`src/rtl/seg7_pkg.sv`:
```
package seg7_pkg;
  localparam int CODE_W = 4;
  localparam int SEG_N  = 7;
  localparam int DUTY_W = 8;

  localparam logic [SEG_N-1:0] SEG_ALL_ON  = {SEG_N{1'b1}};
  localparam logic [SEG_N-1:0] SEG_ALL_OFF = '0;

  typedef enum logic [1:0] {
    SRC_GLYPH = 2'd0,
    SRC_DARK  = 2'd1,
    SRC_LAMP  = 2'd2
  } seg_src_e;

  // Segment order: bit 6 = a, bit 0 = g. Codes above 9 map to dark.
  function automatic logic [SEG_N-1:0] glyph_of(input logic [CODE_W-1:0] code);
    logic [SEG_N-1:0] pat;
    unique case (code)
      4'd0:    pat = 7'b1111110;
      4'd1:    pat = 7'b0110000;
      4'd2:    pat = 7'b1101101;
      4'd3:    pat = 7'b1111001;
      4'd4:    pat = 7'b0110011;
      4'd5:    pat = 7'b1011011;
      4'd6:    pat = 7'b0011111;
      4'd7:    pat = 7'b1110000;
      4'd8:    pat = 7'b1111111;
      4'd9:    pat = 7'b1110011;
      default: pat = SEG_ALL_OFF;
    endcase
    return pat;
  endfunction

  function automatic logic code_is_digit(input logic [CODE_W-1:0] code);
    return code <= CODE_W'(9);
  endfunction

  // Dimmer rule: dark once the phase has reached the threshold.
  function automatic logic dim_dark(input logic [DUTY_W-1:0] phase,
                                    input logic [DUTY_W-1:0] thresh);
    return phase >= thresh;
  endfunction

  // Override priority: lamp test first, then any blanking, then the glyph.
  function automatic seg_src_e pick_src(input logic lamp_n, input logic dark);
    if (!lamp_n)   return SRC_LAMP;
    else if (dark) return SRC_DARK;
    else           return SRC_GLYPH;
  endfunction
endpackage

```
`src/rtl/seg7_code_store.sv`:
```
module seg7_code_store
  import seg7_pkg::*;
#(
  parameter int W = CODE_W
) (
  input  logic         clk,
  input  logic         rst,
  input  logic         hold,
  input  logic [W-1:0] code_in,
  output logic [W-1:0] code_q,
  output logic [W-1:0] code_sel
);
  // code_sel is the value the register takes at this edge; the decoder uses it
  // so that a pass-through code reaches the output one cycle after it arrives.
  always_comb code_sel = hold ? code_q : code_in;

  always_ff @(posedge clk) begin
    if (rst) code_q <= '0;
    else     code_q <= code_sel;
  end
endmodule

```
`src/rtl/seg7_dimmer.sv`:
```
module seg7_dimmer
  import seg7_pkg::*;
#(
  parameter int W = DUTY_W
) (
  input  logic         clk,
  input  logic         rst,
  input  logic [W-1:0] thresh,
  output logic [W-1:0] phase,
  output logic         dark
);
  always_comb dark = dim_dark(phase, thresh);

  always_ff @(posedge clk) begin
    if (rst) phase <= '0;
    else     phase <= phase + W'(1);
  end
endmodule

```
`src/rtl/seg7_glyph_stage.sv`:
```
module seg7_glyph_stage
  import seg7_pkg::*;
#(
  parameter int N = SEG_N
) (
  input  logic              clk,
  input  logic              rst,
  input  seg_src_e          src,
  input  logic [CODE_W-1:0] code,
  output logic [N-1:0]      seg_q
);
  logic [N-1:0] pattern;
  always_comb pattern = glyph_of(code);

  for (genvar i = 0; i < N; i++) begin : g_seg
    always_ff @(posedge clk) begin
      if (rst) seg_q[i] <= 1'b0;
      else begin
        unique case (src)
          SRC_LAMP:  seg_q[i] <= 1'b1;
          SRC_DARK:  seg_q[i] <= 1'b0;
          default:   seg_q[i] <= pattern[i];
        endcase
      end
    end
  end
endmodule

```
`src/rtl/seg7_latch_decoder.sv`:
```
module seg7_latch_decoder
  import seg7_pkg::*;
(
  input  logic              clk,
  input  logic              rst,
  input  logic [CODE_W-1:0] bcd_in,
  input  logic              lamp_test_n,
  input  logic              blank_n,
  input  logic              latch_en,
  input  logic [DUTY_W-1:0] duty,
  output logic [SEG_N-1:0]  seg
);
  logic [CODE_W-1:0] held_code;
  logic [CODE_W-1:0] code_now;
  logic [DUTY_W-1:0] dim_count;
  logic              dim_blank;
  logic              any_dark;
  seg_src_e          src;

  seg7_code_store #(.W(CODE_W)) u_store (
    .clk(clk), .rst(rst), .hold(latch_en), .code_in(bcd_in),
    .code_q(held_code), .code_sel(code_now)
  );

  seg7_dimmer #(.W(DUTY_W)) u_dim (
    .clk(clk), .rst(rst), .thresh(duty), .phase(dim_count), .dark(dim_blank)
  );

  always_comb begin
    any_dark = !blank_n || dim_blank;
    src      = pick_src(lamp_test_n, any_dark);
  end

  seg7_glyph_stage #(.N(SEG_N)) u_out (
    .clk(clk), .rst(rst), .src(src), .code(code_now), .seg_q(seg)
  );
endmodule

```
`config.mk`:
```
export PLATFORM = sky130hd
export DESIGN_NAME = seg7_latch_decoder
export DESIGN_NICKNAME = d
export VERILOG_FILES = /design/src/rtl/seg7_pkg.sv /design/src/rtl/seg7_code_store.sv /design/src/rtl/seg7_dimmer.sv /design/src/rtl/seg7_glyph_stage.sv /design/src/rtl/seg7_latch_decoder.sv
export SDC_FILE = /design/constraint.sdc
export NUM_CORES = 1
export LEC_CHECK = 0
export BUFFER_PORTS_ARGS = -buffer_cell sky130_fd_sc_hd__buf_2
export CAP_MARGIN = 20
export CORE_UTILIZATION = 45
export CTS_CLUSTER_DIAMETER = 100
export DETAILED_ROUTE_END_ITERATION = 10
export PLACE_DENSITY = 0.7
export REMOVE_ABC_BUFFERS = 1
export SYNTH_ARGS = -nofsm -noshare
export SYNTH_HDL_FRONTEND = slang
export SYNTH_SLANG_ARGS = --single-unit
```
`constraint.sdc`:
```
create_clock -name clk -period 4.5 [get_ports clk]
set_input_delay 0.225 -clock clk [delete_from_list [all_inputs] [get_ports clk]]
set_output_delay 0.225 -clock clk [all_outputs]
set_load 0.02 [all_outputs]
```
# [Yosys cells after proc, flatten, opt, wreduce, memory -nomap -nowiden]
# Memory sizes are Yosys's and may differ from the RTL's.
# Cells that the tools add are included.
[op_classes] eq_ne=2 n_reduce_logical=2 n_lt_le_gt_ge=1 n_mux=10 add_sub_neg=1
[ops] op="$pmux 1 s2" count=7
[ops] op="$add 8x1->8 const B" count=1
[ops] op="$ge 8x8->1" count=1
[ops] op="$mux 4" count=1
[ops] op="$eq 2x1->1 const B" count=1
[ops] op="$eq 2x2->1 const B" count=1
[ops] op="$mux 2" count=1
[ops] op="$logic_not 1->1" count=1
[ops] op="$logic_or 1x1->1" count=1
[ops] op="$mux 1" count=1
[totals] inputBits=17 mem_count=1 elab_cells=26 romBits=112 register_bits=19
[memory_table] name="(name not given)" words=16 width=7 rd=1 rd_clocked_by_memory_dff=0 write_ports=0 line_no="seg7_pkg.sv:18" rtl="unique case (code)"

# [Longest topological paths before layout]
[depth] depth_word=6 mapped_depth=8 mapped_depth_nobuf=7

# [Hierarchy]
# Synthesis repeated with hierarchy kept, for this count alone.
[hier_totals] hier_cells=122 hier_area_um2=1097.3
[by_module_without_submodules] module="seg7_dimmer" cells_per_inst=59 instances=1 area_each_um2=506.7
[by_module_without_submodules] module="seg7_glyph_stage" cells_per_inst=48 instances=1 area_each_um2=424.2
[by_module_without_submodules] module="seg7_code_store" cells_per_inst=12 instances=1 area_each_um2=150.1
[by_module_without_submodules] module="seg7_latch_decoder" cells_per_inst=3 instances=1 area_each_um2=16.3

# [Least setup slack after synthesis]
# No wires, ideal clock.
[synth_timing] path_type="input-to-reg" start="input latch_en" end="register u_out.seg_q[6]" setup_time_ns=0.066 path_buffers=1 t_arrival_ns=1.549 path_slack_ns=2.885 cell_stages=7 path_cell_list="buf_6 -> mux2i_1 -> inv_1 -> ha_1 -> mux2_4 -> a31o_1 -> a21oi_2"
[synth_via] elab_chain_len=3
[synth_rtl] element="start, declared" line_no="seg7_latch_decoder.sv:9" rtl="input logic latch_en,"
[synth_rtl] element="$mux 4" line_no="seg7_code_store.sv:15" rtl="always_comb code_sel = hold ? code_q : code_in;"
[synth_rtl] element="net code_now[0]" line_no="seg7_latch_decoder.sv:14" rtl="logic [CODE_W-1:0] code_now;"
[synth_rtl] element="$mem_v2 16x7"
[synth_rtl] element="$pmux 1 s2" line_no="seg7_glyph_stage.sv:19" rtl="unique case (src)"
[synth_rtl] element="end signal, assigned by index" line_no="seg7_glyph_stage.sv:22" rtl="default: seg_q[i] <= pattern[i];"
[synth_rtl] element="end, declared" line_no="seg7_glyph_stage.sv:10" rtl="output logic [N-1:0] seg_q"
# The timed path passes the listed nets, and every way through them passes these cells.
# A chain may end at the register's enable or synchronous reset.

# [Worst setup path in the final report]
[layout_timing] start="register u_dim.phase[5]" end="register u_out.seg_q[0]"
[layout_via] elab_chain_len=6 elab_cells_between_ends=7 cone_classes="1 x order compare; 2 x eq/ne; 3 x mux; 1 x reduce/logical"
[layout_rtl] element="start, declared" line_no="seg7_dimmer.sv:9" rtl="output logic [W-1:0] phase,"
[layout_rtl] element="start signal, assigned" line_no="seg7_dimmer.sv:16" rtl="else phase <= phase + W'(1);"
[layout_rtl] element="$ge 8x8->1 *" line_no="seg7_pkg.sv:41" rtl="return phase >= thresh;"
[layout_rtl] element="$logic_or 1x1->1 *" line_no="seg7_latch_decoder.sv:30" rtl="any_dark = !blank_n || dim_blank;"
[layout_rtl] element="$mux 1 *" line_no="seg7_pkg.sv:47" rtl="else if (dark) return SRC_DARK;"
[layout_rtl] element="$mux 2 *" line_no="seg7_pkg.sv:46" rtl="if (!lamp_n) return SRC_LAMP;"
[layout_rtl] element="$eq 2x1->1 or $eq 2x2->1 (tied branches)" line_no="seg7_glyph_stage.sv:19"
[layout_rtl] element="$pmux 1 s2 *" line_no="seg7_glyph_stage.sv:19"
# Mark *: on every way between the ends. The rest lies on a longest branch, timed or not.

==> Flow_metrics.wiki <==
{| class="wikitable"
! Metric !! Value
|-
| Result of the run || finished clean
|-
| Worst ir drop on vdd || 169 uV
|-
| Wire length per cell || 10.9 um
|-
| Cell count of the worst reg-to-reg path || 6
|-
| Most used DFF post-synth || sky130_fd_sc_hd__dfxtp_1
|-
| Largest net degree at the start of global routing || 20
|-
| Vias per cell || roughly 5
|-
| Max-capacitance violation count || 0
|-
| DRC Markers || 0
|-
| Die X-Extent || between 50 and 60 um
|-
| Data arrival time at the worst-slack endpoint || 1.90 ns
|-
| Worst EP required || ~4.7 ns
|-
| Min-Delay Path Class || input port to flop
|-
| Switching power || ~0.000095 W
|-
| Setup TNS Final || 0 ns
|-
| Period Utilization, post-route || 0.377
|-
| Internal Dissipation || roughly 0.00024 W
|-
| Number of enable flip-flop cells after synthesis || 0
|-
| Worst setup path class || flop to flop
|-
| Post-synthesis mux area share || 0.0481
|-
| Worst Setup Start Kind || flop
|-
| Detailed-route wire length || between 1500 and 2000 um
|-
| Insertion delay to the later sink of the worst-skew pair || a little under 0.3 ns
|-
| Count of instances resized after the clock tree is built || 0
|-
| Final number of setup-violating endpoints || 0
|-
| Count of nets after finishing || between 150 and 200
|-
| Worst hold path depth || 2
|-
| Synth warnings || 0
|-
| Proportion of layout cells with a drive suffix above 1 || 0.217
|-
| Busiest metal layer after global routing || met2
|-
| Switching fraction of total power || 0.282
|-
| Largest buffer count on any clock path || 2
|-
| Beginning of the worst hold path || lamp_test_n
|-
| Top area cells in the synthesized netlist || sky130_fd_sc_hd__dfxtp_1 (37%), sky130_fd_sc_hd__ha_1 (16%), sky130_fd_sc_hd__nor2_1 (4.7%), sky130_fd_sc_hd__inv_1 (4.3%), sky130_fd_sc_hd__a21oi_1 (3.8%)
|-
| Initial antenna violation count || 0
|-
| Total area of multi-input combinational cells || about 590 um2
|-
| Part of the total power dissipated in sequential elements || 0.542
|-
| Level count of the clock H-tree || 1
|-
| Hpwl dp || about 1400 um
|-
| Part of the power in combinational logic || 0.196
|-
| Diode insertion count for antenna repair || 0
|-
| Die Footprint || 2510 um2
|-
| Adder and majority gate portion of the synthesized area || 0.156
|-
| Unrepaired setup endpoints after global routing || false
|-
| Routing usage on met2 || 0.238
|-
| Combinational family with the most area after synthesis || simple AND/OR/NAND/NOR gates
|-
| Crit path time final || about 1.7 ns
|-
| Post-synthesis simple-gate area fraction || 0.171
|-
| Clock power frac || 0.262
|-
| Synth cell count leaders || sky130_fd_sc_hd__dfxtp_1 (19), sky130_fd_sc_hd__ha_1 (13), sky130_fd_sc_hd__nor2_1 (13), sky130_fd_sc_hd__inv_1 (12), sky130_fd_sc_hd__nand2_1 (9)
|-
| Height of the die || 50.1 um
|-
| Final standard cell count with taps included and fillers excluded || about 170
|-
| Via Count || about 840
|-
| Total I/O pin count || 24
|-
| Normalized max-slew margin || 0.725
|-
| GR met1 Demand/Resource || 0.220
|-
| Flop and latch count out of synthesis || 19
|-
| Clock root buffer master || sky130_fd_sc_hd__clkbuf_4
|-
| Number of pins exceeding their max-slew limit in the final report || 0
|-
| Clock transition time at the flip-flop clock pins of the worst setup and hold paths || 0.11 ns
|-
| Leakage power total || ~0.60 nW
|-
| Cell with the most instances after synthesis || sky130_fd_sc_hd__dfxtp_1
|-
| Share of synthesized area occupied by flip-flops and latches || 0.365
|-
| Area taken by flip-flops and latches || about 380 um2
|-
| Initial core utilization || 0.475
|-
| Count of buffers added by post-CTS timing repair for setup || 0
|-
| Tot GR Track Use || 0.160
|-
| Std-Cell Core Area || 2190 um2
|-
| Number of rows created at floorplan || 17
|-
| Proportion of netlist area held by the largest area contributor || 0.365
|-
| Post-Synthesis Mean Instance Area || roughly 8.7 um2
|-
| Synth Area in Compound Gates || 0.144
|-
| Critical R2R Capture || u_out.seg_q[0]
|-
| Measured slew at the worst slew-check pin || approximately 0.40 ns
|-
| Fraction of registers with async set/reset || 0
|-
| Input/output buffers || 23
|-
| Number of distinct library cells after synthesis || 30
|-
| Via count of the first global-routing pass || approximately 750
|-
| Crit path capture type || flop
|-
| Number of endpoints with negative hold slack in the final report || 0
|-
| Synthesized cell area || between 1000 and 1500 um2
|-
| Highest clock rate || just under 600 MHz
|-
| Max FO, Critical Path || 5
|-
| Number of placed cells counting well taps || roughly 170
|-
| Xor and xnor fraction of the mapped netlist area || 0.0505
|-
| Number of detailed-route iterations in the first pass || 4
|-
| Total congestion overflow after global routing || 0
|-
| PnR worst setup slack || ~2.8 ns
|-
| Post-cts hold buffer count || 0
|-
| CTS tree || yes
|-
| Power per standard cell area || approximately 280 nW/um2
|-
| Area growth, synth to finish || 14.8%
|-
| Setup slack on the worst flop-to-flop path || 2.80 ns
|-
| Largest area contributor in the synthesized netlist || sky130_fd_sc_hd__dfxtp_1
|-
| Total CTS buffers || 3
|-
| Worst setup slack before clock tree synthesis || between 2 and 3 ns
|-
| First DRT Iteration DRCs || 17
|-
| CTS Sinks || 19
|-
| Cells after synthesis || 120
|-
| Met3 track demand over resource || 0.0370
|-
| Critical register-to-register path startpoint || u_dim.phase[5]
|-
| Routability Congestion || just under 0.8
|-
| Global-route wire length before repair || ~3100 um
|-
| Largest clock skew in the final design || 0.00506 ns
|-
| Number of inserted filler cells in the final layout || 218
|-
| Remaining number of nets flagged by the antenna check after routing || 0
|-
| Worst hold endpoint || u_out.seg_q[6]
|}
## registers in the layout, indices dropped and copies added, names as in the netlist
name	cells
u_store.code_q	4
u_dim.phase	8
u_out.seg_q	7
## cells by family after synthesis
| group | after synthesis |
|---|---|
| compound gates | 24 |
| xor+xnor | 6 |
| fa+ha+maj | 13 |
| buf+inv | 16 |
| flops | 19 |
| mux | 4 |
| simple gates | 38 |
## critical path, stage by stage, from the launching register on
cell and delay, ns:
sky130_fd_sc_hd__dfxtp_1 0.39, sky130_fd_sc_hd__ha_1 0.26, sky130_fd_sc_hd__a211oi_1 0.21, sky130_fd_sc_hd__nand2_1 0.08
sky130_fd_sc_hd__o2111ai_1 0.23, sky130_fd_sc_hd__nand2_1 0.18, sky130_fd_sc_hd__o31ai_1 0.27
## cells in the final DEF (no fill, tap or decap), types with 2 or more instances in the layout
cell type and count:
sky130_fd_sc_hd__a211oi_1 3, sky130_fd_sc_hd__a21oi_1 8, sky130_fd_sc_hd__and3_1 2, sky130_fd_sc_hd__buf_2 23, sky130_fd_sc_hd__clkbuf_4 3, sky130_fd_sc_hd__dfxtp_1 19
sky130_fd_sc_hd__ha_1 13, sky130_fd_sc_hd__inv_1 12, sky130_fd_sc_hd__mux2_4 2, sky130_fd_sc_hd__mux2i_1 2, sky130_fd_sc_hd__nand2_1 9, sky130_fd_sc_hd__nand2b_1 2
sky130_fd_sc_hd__nand3_1 4, sky130_fd_sc_hd__nor2_1 13, sky130_fd_sc_hd__nor2b_1 2, sky130_fd_sc_hd__nor3_1 2, sky130_fd_sc_hd__o21ai_0 6, sky130_fd_sc_hd__xnor2_1 2
sky130_fd_sc_hd__xor2_1 4
## metal layers
metal,routed length (um),share of wire,vias to the layer above
met2,774,0.42,20
met5,0,0,-
met3,82,0.044,2
met1,987,0.53,362
li1,-,-,451
met4,16,0.0086,0
## power groups by stage
stage / Clock [W] / Combinational (W) / Sequential [W]
after detailed placement: 0 / 0.0000655 / 0.000185
after CTS: 0.0000890 / 0.0000660 / 0.000181
after global placement: 0 / 0.0000642 / 0.000185
after global routing: 0.0000965 / 0.0000738 / 0.000183
after floorplan: 0 / 0.0000357 / 0.000192
final: 0.0000876 / 0.0000658 / 0.000181
## worst max path at each step
stage / endpoint / slack [ns] / start / cells past startpoint
final: u_out.seg_q[0] / 2.80 / u_dim.phase[5] / 6
after global routing: u_out.seg_q[0] / 2.68 / u_dim.phase[5] / 6
after CTS: u_out.seg_q[0] / 2.78 / u_dim.phase[5] / 6
after detailed placement: u_out.seg_q[6] / 2.65 / latch_en / 7
after global placement: u_out.seg_q[6] / 2.75 / latch_en / 7
after floorplan: u_out.seg_q[6] / 2.98 / u_store.code_q[0] / 6
## per-stage QoR
stage	instance area, um2	util	total power [W]	hold slack (ns)
after floorplan	1020	-	0.000227	0.292
after global routing	1190	0.545	0.000353	0.201
final	1190	0.545	0.000335	0.213
after global placement	1170	0.533	0.000249	0.446
after detailed placement	1170	0.533	0.000251	0.455
after CTS	1190	0.545	0.000336	0.204
## layout make-up
type,instances,area share
inverter,12,0.0377
sequential,19,0.318
multi-input combinational,85,0.496
timing repair buffer,23,0.0963
clock buffer,4,0.0220
tap,28,0.0293
Power figures use the tool's default switching activity.
